[config.mk]
export PLATFORM = sky130hd
export DESIGN_NAME = txdma_chan_ctrl
export DESIGN_NICKNAME = d
export VERILOG_FILES = /design/src/rtl/txdma_pkg.sv /design/src/rtl/txdma_cmd_regs.sv /design/src/rtl/txdma_rst_timer.sv /design/src/rtl/txdma_flush_seq.sv /design/src/rtl/txdma_seq_fsm.sv /design/src/rtl/txdma_chan_ctrl.sv
export SDC_FILE = /design/constraint.sdc
export NUM_CORES = 1
export LEC_CHECK = 0
export ABC_AREA = 1
export BUFFER_PORTS_ARGS = -buffer_cell sky130_fd_sc_hd__buf_2
export CAP_MARGIN = 30
export CORE_UTILIZATION = 40
export DETAILED_ROUTE_END_ITERATION = 16
export MAX_ROUTING_LAYER = met4
export SETUP_SLACK_MARGIN = 0.15
export SLEW_MARGIN = 20
export SYNTH_ARGS = -nofsm -noshare
export SYNTH_HDL_FRONTEND = slang
export SYNTH_SLANG_ARGS = --single-unit
[constraint.sdc]
create_clock -name clk -period 1.3 [get_ports clk]
set_input_delay 0.13 -clock clk [delete_from_list [all_inputs] [get_ports clk]]
set_output_delay 0.13 -clock clk [all_outputs]
set_load 0.1 [all_outputs]
[src/rtl/txdma_pkg.sv]
package txdma_pkg;
   typedef enum logic [2:0] {
      ST_IDLE      = 3'd0,
      ST_ACTIVE    = 3'd1,
      ST_HALT_PEND = 3'd2,
      ST_HALTED    = 3'd3,
      ST_FLUSH     = 3'd4,
      ST_RESETTING = 3'd5
   } chan_state_e;

   typedef enum logic [1:0] {
      PH_OFF   = 2'd0,
      PH_STOP  = 2'd1,
      PH_FLUSH = 2'd2,
      PH_CLEAR = 2'd3
   } flush_phase_e;

   typedef struct packed {
      logic rst;
      logic dis;
   } chan_cmd_t;
endpackage

[src/rtl/txdma_cmd_regs.sv]
module txdma_cmd_regs #(
   parameter bit UHALT_RESET = 1'b0
) (
   input  logic                clk,
   input  logic                rst_n,
   input  logic                wr_en,
   input  logic                wr_chan_rst,
   input  logic                wr_tx_dis,
   input  logic                wr_uhalt,
   output txdma_pkg::chan_cmd_t cmd,
   output logic                uhalt
);
   logic uhalt_q;

   always_ff @(posedge clk or negedge rst_n) begin
      if (!rst_n)     uhalt_q <= UHALT_RESET;
      else if (wr_en) uhalt_q <= wr_uhalt;
   end

   always_comb begin
      cmd.rst = wr_en & wr_chan_rst;
      cmd.dis = wr_en & wr_tx_dis & ~wr_chan_rst;
   end

   assign uhalt = uhalt_q;
endmodule

[src/rtl/txdma_rst_timer.sv]
module txdma_rst_timer #(
   parameter int RST_CYCLES = 4
) (
   input  logic clk,
   input  logic rst_n,
   input  logic start,
   output logic last
);
   localparam int CNT_W = $clog2(RST_CYCLES + 1);

   generate
      if (RST_CYCLES == 1) begin : g_single
         logic unused_start;
         assign unused_start = start;
         assign last = 1'b1;
      end else begin : g_count
         logic [CNT_W-1:0] cnt_q;
         always_ff @(posedge clk or negedge rst_n) begin
            if (!rst_n)              cnt_q <= '0;
            else if (start)          cnt_q <= CNT_W'(RST_CYCLES);
            else if (cnt_q != '0)    cnt_q <= cnt_q - CNT_W'(1);
         end
         assign last = (cnt_q == CNT_W'(1));
      end
   endgenerate
endmodule

[src/rtl/txdma_flush_seq.sv]
module txdma_flush_seq (
   input  logic clk,
   input  logic rst_n,
   input  logic start,
   input  logic abort,
   output logic flush,
   output logic clear,
   output logic done
);
   import txdma_pkg::*;
   flush_phase_e ph_q, ph_d;

   always_comb begin
      ph_d = ph_q;
      if (abort)      ph_d = PH_OFF;
      else if (start) ph_d = PH_STOP;
      else begin
         unique case (ph_q)
            PH_STOP:  ph_d = PH_FLUSH;
            PH_FLUSH: ph_d = PH_CLEAR;
            PH_CLEAR: ph_d = PH_OFF;
            default:  ph_d = PH_OFF;
         endcase
      end
   end

   always_ff @(posedge clk or negedge rst_n) begin
      if (!rst_n) ph_q <= PH_OFF;
      else        ph_q <= ph_d;
   end

   assign flush = (ph_q == PH_FLUSH);
   assign clear = (ph_q == PH_CLEAR);
   assign done  = (ph_q == PH_CLEAR);
endmodule

[src/rtl/txdma_seq_fsm.sv]
module txdma_seq_fsm (
   input  logic                 clk,
   input  logic                 rst_n,
   input  txdma_pkg::chan_cmd_t cmd,
   input  logic                 uhalt,
   input  logic                 enq_valid,
   input  logic                 frame_start,
   input  logic                 status_done,
   input  logic                 underrun,
   input  logic                 timer_last,
   input  logic                 flush_done,
   output txdma_pkg::chan_state_e state,
   output logic                 start_timer,
   output logic                 start_flush
);
   import txdma_pkg::*;
   chan_state_e st_q, st_d;
   logic        uh_hit;

   assign uh_hit = underrun & uhalt;

   always_comb begin
      st_d        = st_q;
      start_timer = 1'b0;
      start_flush = 1'b0;
      if (cmd.rst) begin
         st_d        = ST_RESETTING;
         start_timer = 1'b1;
      end else begin
         unique case (st_q)
            ST_IDLE: begin
               if (cmd.dis)          st_d = ST_HALTED;
               else if (frame_start) st_d = ST_ACTIVE;
            end
            ST_ACTIVE: begin
               if (uh_hit) begin
                  st_d        = ST_FLUSH;
                  start_flush = 1'b1;
               end else if (status_done) st_d = cmd.dis ? ST_HALTED : ST_IDLE;
               else if (cmd.dis)         st_d = ST_HALT_PEND;
            end
            ST_HALT_PEND: begin
               if (uh_hit) begin
                  st_d        = ST_FLUSH;
                  start_flush = 1'b1;
               end else if (status_done) st_d = ST_HALTED;
            end
            ST_HALTED:    if (enq_valid)  st_d = ST_IDLE;
            ST_FLUSH:     if (flush_done) st_d = ST_HALTED;
            ST_RESETTING: if (timer_last) st_d = ST_IDLE;
            default:      st_d = ST_IDLE;
         endcase
      end
   end

   always_ff @(posedge clk or negedge rst_n) begin
      if (!rst_n) st_q <= ST_IDLE;
      else        st_q <= st_d;
   end

   assign state = st_q;
endmodule

[src/rtl/txdma_chan_ctrl.sv]
module txdma_chan_ctrl #(
   parameter int RST_CYCLES  = 4,
   parameter bit UHALT_RESET = 1'b0
) (
   input  logic clk,
   input  logic rst_n,
   input  logic wr_en,
   input  logic wr_chan_rst,
   input  logic wr_tx_dis,
   input  logic wr_uhalt,
   input  logic enq_valid,
   input  logic frame_start,
   input  logic status_done,
   input  logic underrun,
   output logic tx_active,
   output logic desc_flush,
   output logic enq_clr,
   output logic chan_rst_out,
   output logic rd_chan_rst,
   output logic rd_tx_dis,
   output logic rd_uhalt
);
   import txdma_pkg::*;

   generate
      if (RST_CYCLES < 1) begin : g_bad_rst_cycles
         $error("txdma_chan_ctrl: RST_CYCLES must be at least 1");
      end
   endgenerate

   chan_cmd_t   cmd;
   logic        uhalt;
   chan_state_e state;
   logic        start_timer, start_flush, timer_last;
   logic        seq_flush, seq_clear, seq_done;

   txdma_cmd_regs #(.UHALT_RESET(UHALT_RESET)) u_regs (
      .clk(clk), .rst_n(rst_n), .wr_en(wr_en), .wr_chan_rst(wr_chan_rst),
      .wr_tx_dis(wr_tx_dis), .wr_uhalt(wr_uhalt), .cmd(cmd), .uhalt(uhalt)
   );

   txdma_rst_timer #(.RST_CYCLES(RST_CYCLES)) u_timer (
      .clk(clk), .rst_n(rst_n), .start(start_timer), .last(timer_last)
   );

   txdma_flush_seq u_flush (
      .clk(clk), .rst_n(rst_n), .start(start_flush), .abort(cmd.rst),
      .flush(seq_flush), .clear(seq_clear), .done(seq_done)
   );

   txdma_seq_fsm u_fsm (
      .clk(clk), .rst_n(rst_n), .cmd(cmd), .uhalt(uhalt),
      .enq_valid(enq_valid), .frame_start(frame_start),
      .status_done(status_done), .underrun(underrun),
      .timer_last(timer_last), .flush_done(seq_done),
      .state(state), .start_timer(start_timer), .start_flush(start_flush)
   );

   assign tx_active    = (state == ST_IDLE) || (state == ST_ACTIVE) ||
                         (state == ST_HALT_PEND);
   assign desc_flush   = seq_flush & (state == ST_FLUSH);
   assign enq_clr      = seq_clear & (state == ST_FLUSH);
   assign chan_rst_out = (state == ST_RESETTING);
   assign rd_chan_rst  = chan_rst_out;
   assign rd_tx_dis    = 1'b0;
   assign rd_uhalt     = uhalt;
endmodule

==> run_results.csv <==
group,metric,value,unit
clock_network,cts_htree_levels,1,
die,core_area,1730,µm²
global_route,grt_most_used_layer,"met2",
timing,fmax,684,MHz
worst_setup_path,cp_cell_sequence,"nor2_4, nand2_4, nor2_4, buf_12",
die,initial_core_util,42.8,%
timing,drv_slew,0,
run,drv_cap,0,
worst_setup_path,worst-setup-path-type,"reg2out",
placed_design,portBuffers,15,
global_route,first_global_vias,758,
logic_synthesis,yosysTopAreaCell,"dfrtp_1",
logic_synthesis,avgSynthCellArea,6.65,µm²
worst_setup_path,crit_path_max_fanout,6,
placed_design,gp_congestion,0.887,
die,ioPinCount,17,
drt,drt_iter0_markers,20,
logic_synthesis,synthTopCellsByCount,"24 x nand2_1, 18 x nor2_1, 14 x inv_1, 14 x nand3_1, 9 x dfrtp_1",
global_route,antenna_found_initial,0,
logic_synthesis,synth_top_area_share,30.5,%
clock_network,cts_root_buffer,"clkbuf_4",
global_route,grt_max_degree,11,
worst_setup_path,arrival,1.33,ns
drt,wl_per_cell,12.2,µm
drt,avgViaCountPerCell,4.96,
timing,whs,0.110,ns
global_route,gr-usage-all-layers,21.7,%
drt,drc_errors,0,
logic_synthesis,ys_ff_latch,9,
worst_setup_path,worst_ep_required_time,1.17,ns
layout,drive_gt1_share,44.2,%
power_and_ir_drop,power.density,2700,nW/µm²
clock_network,cts_buffers,3,
clock_network,clk_path_buf_depth,2,
timing,clock_skew,0.000281,ns
drt,drt-total-wl,2090,µm
timing,hold_violations,0,
clock_network,clkSlewWorstSetupHoldPaths,0.06,ns
worst_setup_path,crit_start,"u_fsm.state[1]$_DFFE_PN0P_",
layout,nets,163,
timing,setup-violations-final,7,
logic_synthesis,synth_area_leaders,"dfrtp_1 31%, nand2_1 12%, nand3_1 9.5%, nor2_1 9.2%, ha_1 8.5%",
logic_synthesis,syn_nets,126,
min_path,hp-class,"in2reg",
logic_synthesis,synthFlopType,"dfrtp_1",
die,die_width,45.0,µm
logic_synthesis,async_flop_share,100,%
global_route,grtUsageMet1,25.7,%
power_and_ir_drop,leakage,0.625,nW
drt,ant_nets,0,
timing,fin_crit_sh,112,%
die,die_h,45.0,µm
clock_network,insertion_delay,0.25,ns
global_route,grt_overflow_total,0,
logic_synthesis,synthesis.area,738,µm²
logic_synthesis,ys_seq_area_share,30.5,%
worst_setup_path,cpMaxStageDelayCell,"dfrtp_2",
global_route,grt_util_met2,38.6,%
timing,min_period,1.46,ns
clock_network,tritoncts,"built",
logic_synthesis,yosysMostFrequentCell,"nand2_1",
layout,area_delta_synth_final,66.6,%
drt,via_count,853,
worst_setup_path,r2r_start,"u_fsm.state[1]$_DFFE_PN0P_",
timing,rsz0062_at_grt,"yes",
placed_design,hpwl,1420,µm
worst_setup_path,crit_path_end_kind,"primary output",
logic_synthesis,post_synth_num_cell_types,19,
layout,fillerInstances,133,
status,status,"finished, violations left",
layout,diodes,0,
logic_synthesis,synth_edf_count,0,
die,dieArea,2020,µm²
status,violations,"negative setup slack",
worst_setup_path,start_kind,"register",
worst_setup_path,max_stage_delay,0.48,ns
logic_synthesis,ys.warnings.count,0,
min_path,hold_start,"wr_uhalt",
global_route,grt_pass1_wl,3090,µm
die,row_count,15,
layout,final_util,71.2,%
logic_synthesis,syn_inst,111,
power_and_ir_drop,peakVddDrop,1530,µV
worst_setup_path,crit_top_cell,"nor2_4",
global_route,globalRouteMet3Util,1.20,%
clock_network,clock_sinks,9,
timing,setup_ws,-0.162,ns
drt,dr.pass1.iters,4,
repair_timing:
item	4_1_cts	5_1_grt
hold endpoints to repair	9	0
gates resized for setup	9	13
setup endpoints to repair	8	12
pin swaps	5	7
buffers inserted	9	4
hold buffers	1	0
kinds of logic (layout without fill, tap and decap cells):
kind of cell | Yosys count | in the layout | share of synthesized area [%]
AND/OR/NAND/NOR | 68 | 68 | 42.7
buffers and inverters | 21 | 57 | 11.9
flip-flops | 9 | 9 | 30.5
AO/OA/AOI/OAI | 6 | 6 | 4.41
adder cells (fa/ha/maj) | 5 | 5 | 8.47
other | 1 | 1 | 0.508
multiplexers | 1 | 1 | 1.53
layout make-up:
| cell class | instances | area, µm² | area share, % |
|---|---|---|---|
| inverter | 18 | 75.1 | 6.10 |
| multi-input combinational | 81 | 546 | 44.4 |
| clock buffer | 4 | 26.3 | 2.14 |
| sequential | 9 | 231 | 18.8 |
| tap | 25 | 31.3 | 2.54 |
| timing repair buffer | 35 | 320 | 26.0 |
path summary, 6_finish.rpt:
path | end | slack [ns] | cells after the start
max | desc_flush | -0.16 | 4
min | u_regs.uhalt$_DFFE_PN0P_ | 0.11 | 2
max reg2reg | u_fsm.state[1]$_DFFE_PN0P_ | -0.16 | 10
min reg2reg | u_flush.ph_q[1]$_DFF_PN0_ | 0.55 | 2
max in group asynchronous | u_regs.uhalt$_DFFE_PN0P_ | 0.83 | 2
min in group asynchronous | u_timer.g_count.cnt_q[2]$_DFFE_PN0P_ | 0.26 | 2
registers in the layout (all words and copies together) (netlist names):
signal / cells
u_fsm.state: 3
u_flush.ph_q: 2
u_regs.uhalt: 1
u_timer.g_count.cnt_q: 3
cells in the final DEF, fill, tap and decap left out:
cell	synthesis	final
a21oi_1	3	3
buf_12	0	5
buf_2	1	9
buf_4	2	16
buf_6	0	4
clkbuf_1	0	1
clkbuf_4	0	3
conb_1	1	1
dfrtp_1	9	6
dfrtp_2	0	2
dfrtp_4	0	1
dlygate4sd3_1	0	1
ha_1	5	4
ha_4	0	1
inv_1	14	13
inv_2	4	2
inv_4	0	3
mux2_2	1	1
nand2_1	24	18
nand2_2	0	1
nand2_4	0	4
nand2_8	0	1
nand3_1	14	12
nand3_2	3	3
nand3_4	0	2
nand4_1	4	4
nor2_1	18	15
nor2_2	2	2
nor2_4	0	3
nor3_1	2	1
nor3_2	1	1
nor3_4	0	1
o211ai_1	1	1
o21ai_0	2	2
per-stage QoR:
| stage | power [mW] | setup TNS (ns) | worst slack [ns] | cells | cell area, µm² |
|---|---|---|---|---|---|
| finish | 3.32 | -0.954 | -0.162 | 172 | 1230 |
| global route | 3.55 | -1.32 | -0.212 | 172 | 1230 |
| CTS | 3.03 | -0.890 | -0.153 | 168 | 1140 |
| detailed placement | 2.52 | -0.0737 | -0.0737 | 154 | 1000 |
| global placement | 2.50 | -0.0500 | -0.0500 | 154 | 1000 |
| floorplan | 1.95 | -1.67 | -0.561 | 111 | 801 |
where the power goes:
part           internal, mW  switching, mW  leakage [nW]
clock network         0.118         0.0909        0.0150
registers             0.409          0.121         0.107
logic                  1.08           1.50         0.504
critical path: cells and delay by family (launching register included):
family	cells	cell delay [ns]
buffers and inverters	1	0.18
flip-flops	1	0.48
AND/OR/NAND/NOR	3	0.42
routing by layer:
metal	up-vias	wire length, µm
met5	-	0
met4	0	47
met3	6	44
met2	17	1100
met1	404	896
li1	426	-
(Power assumes the default switching activity.)
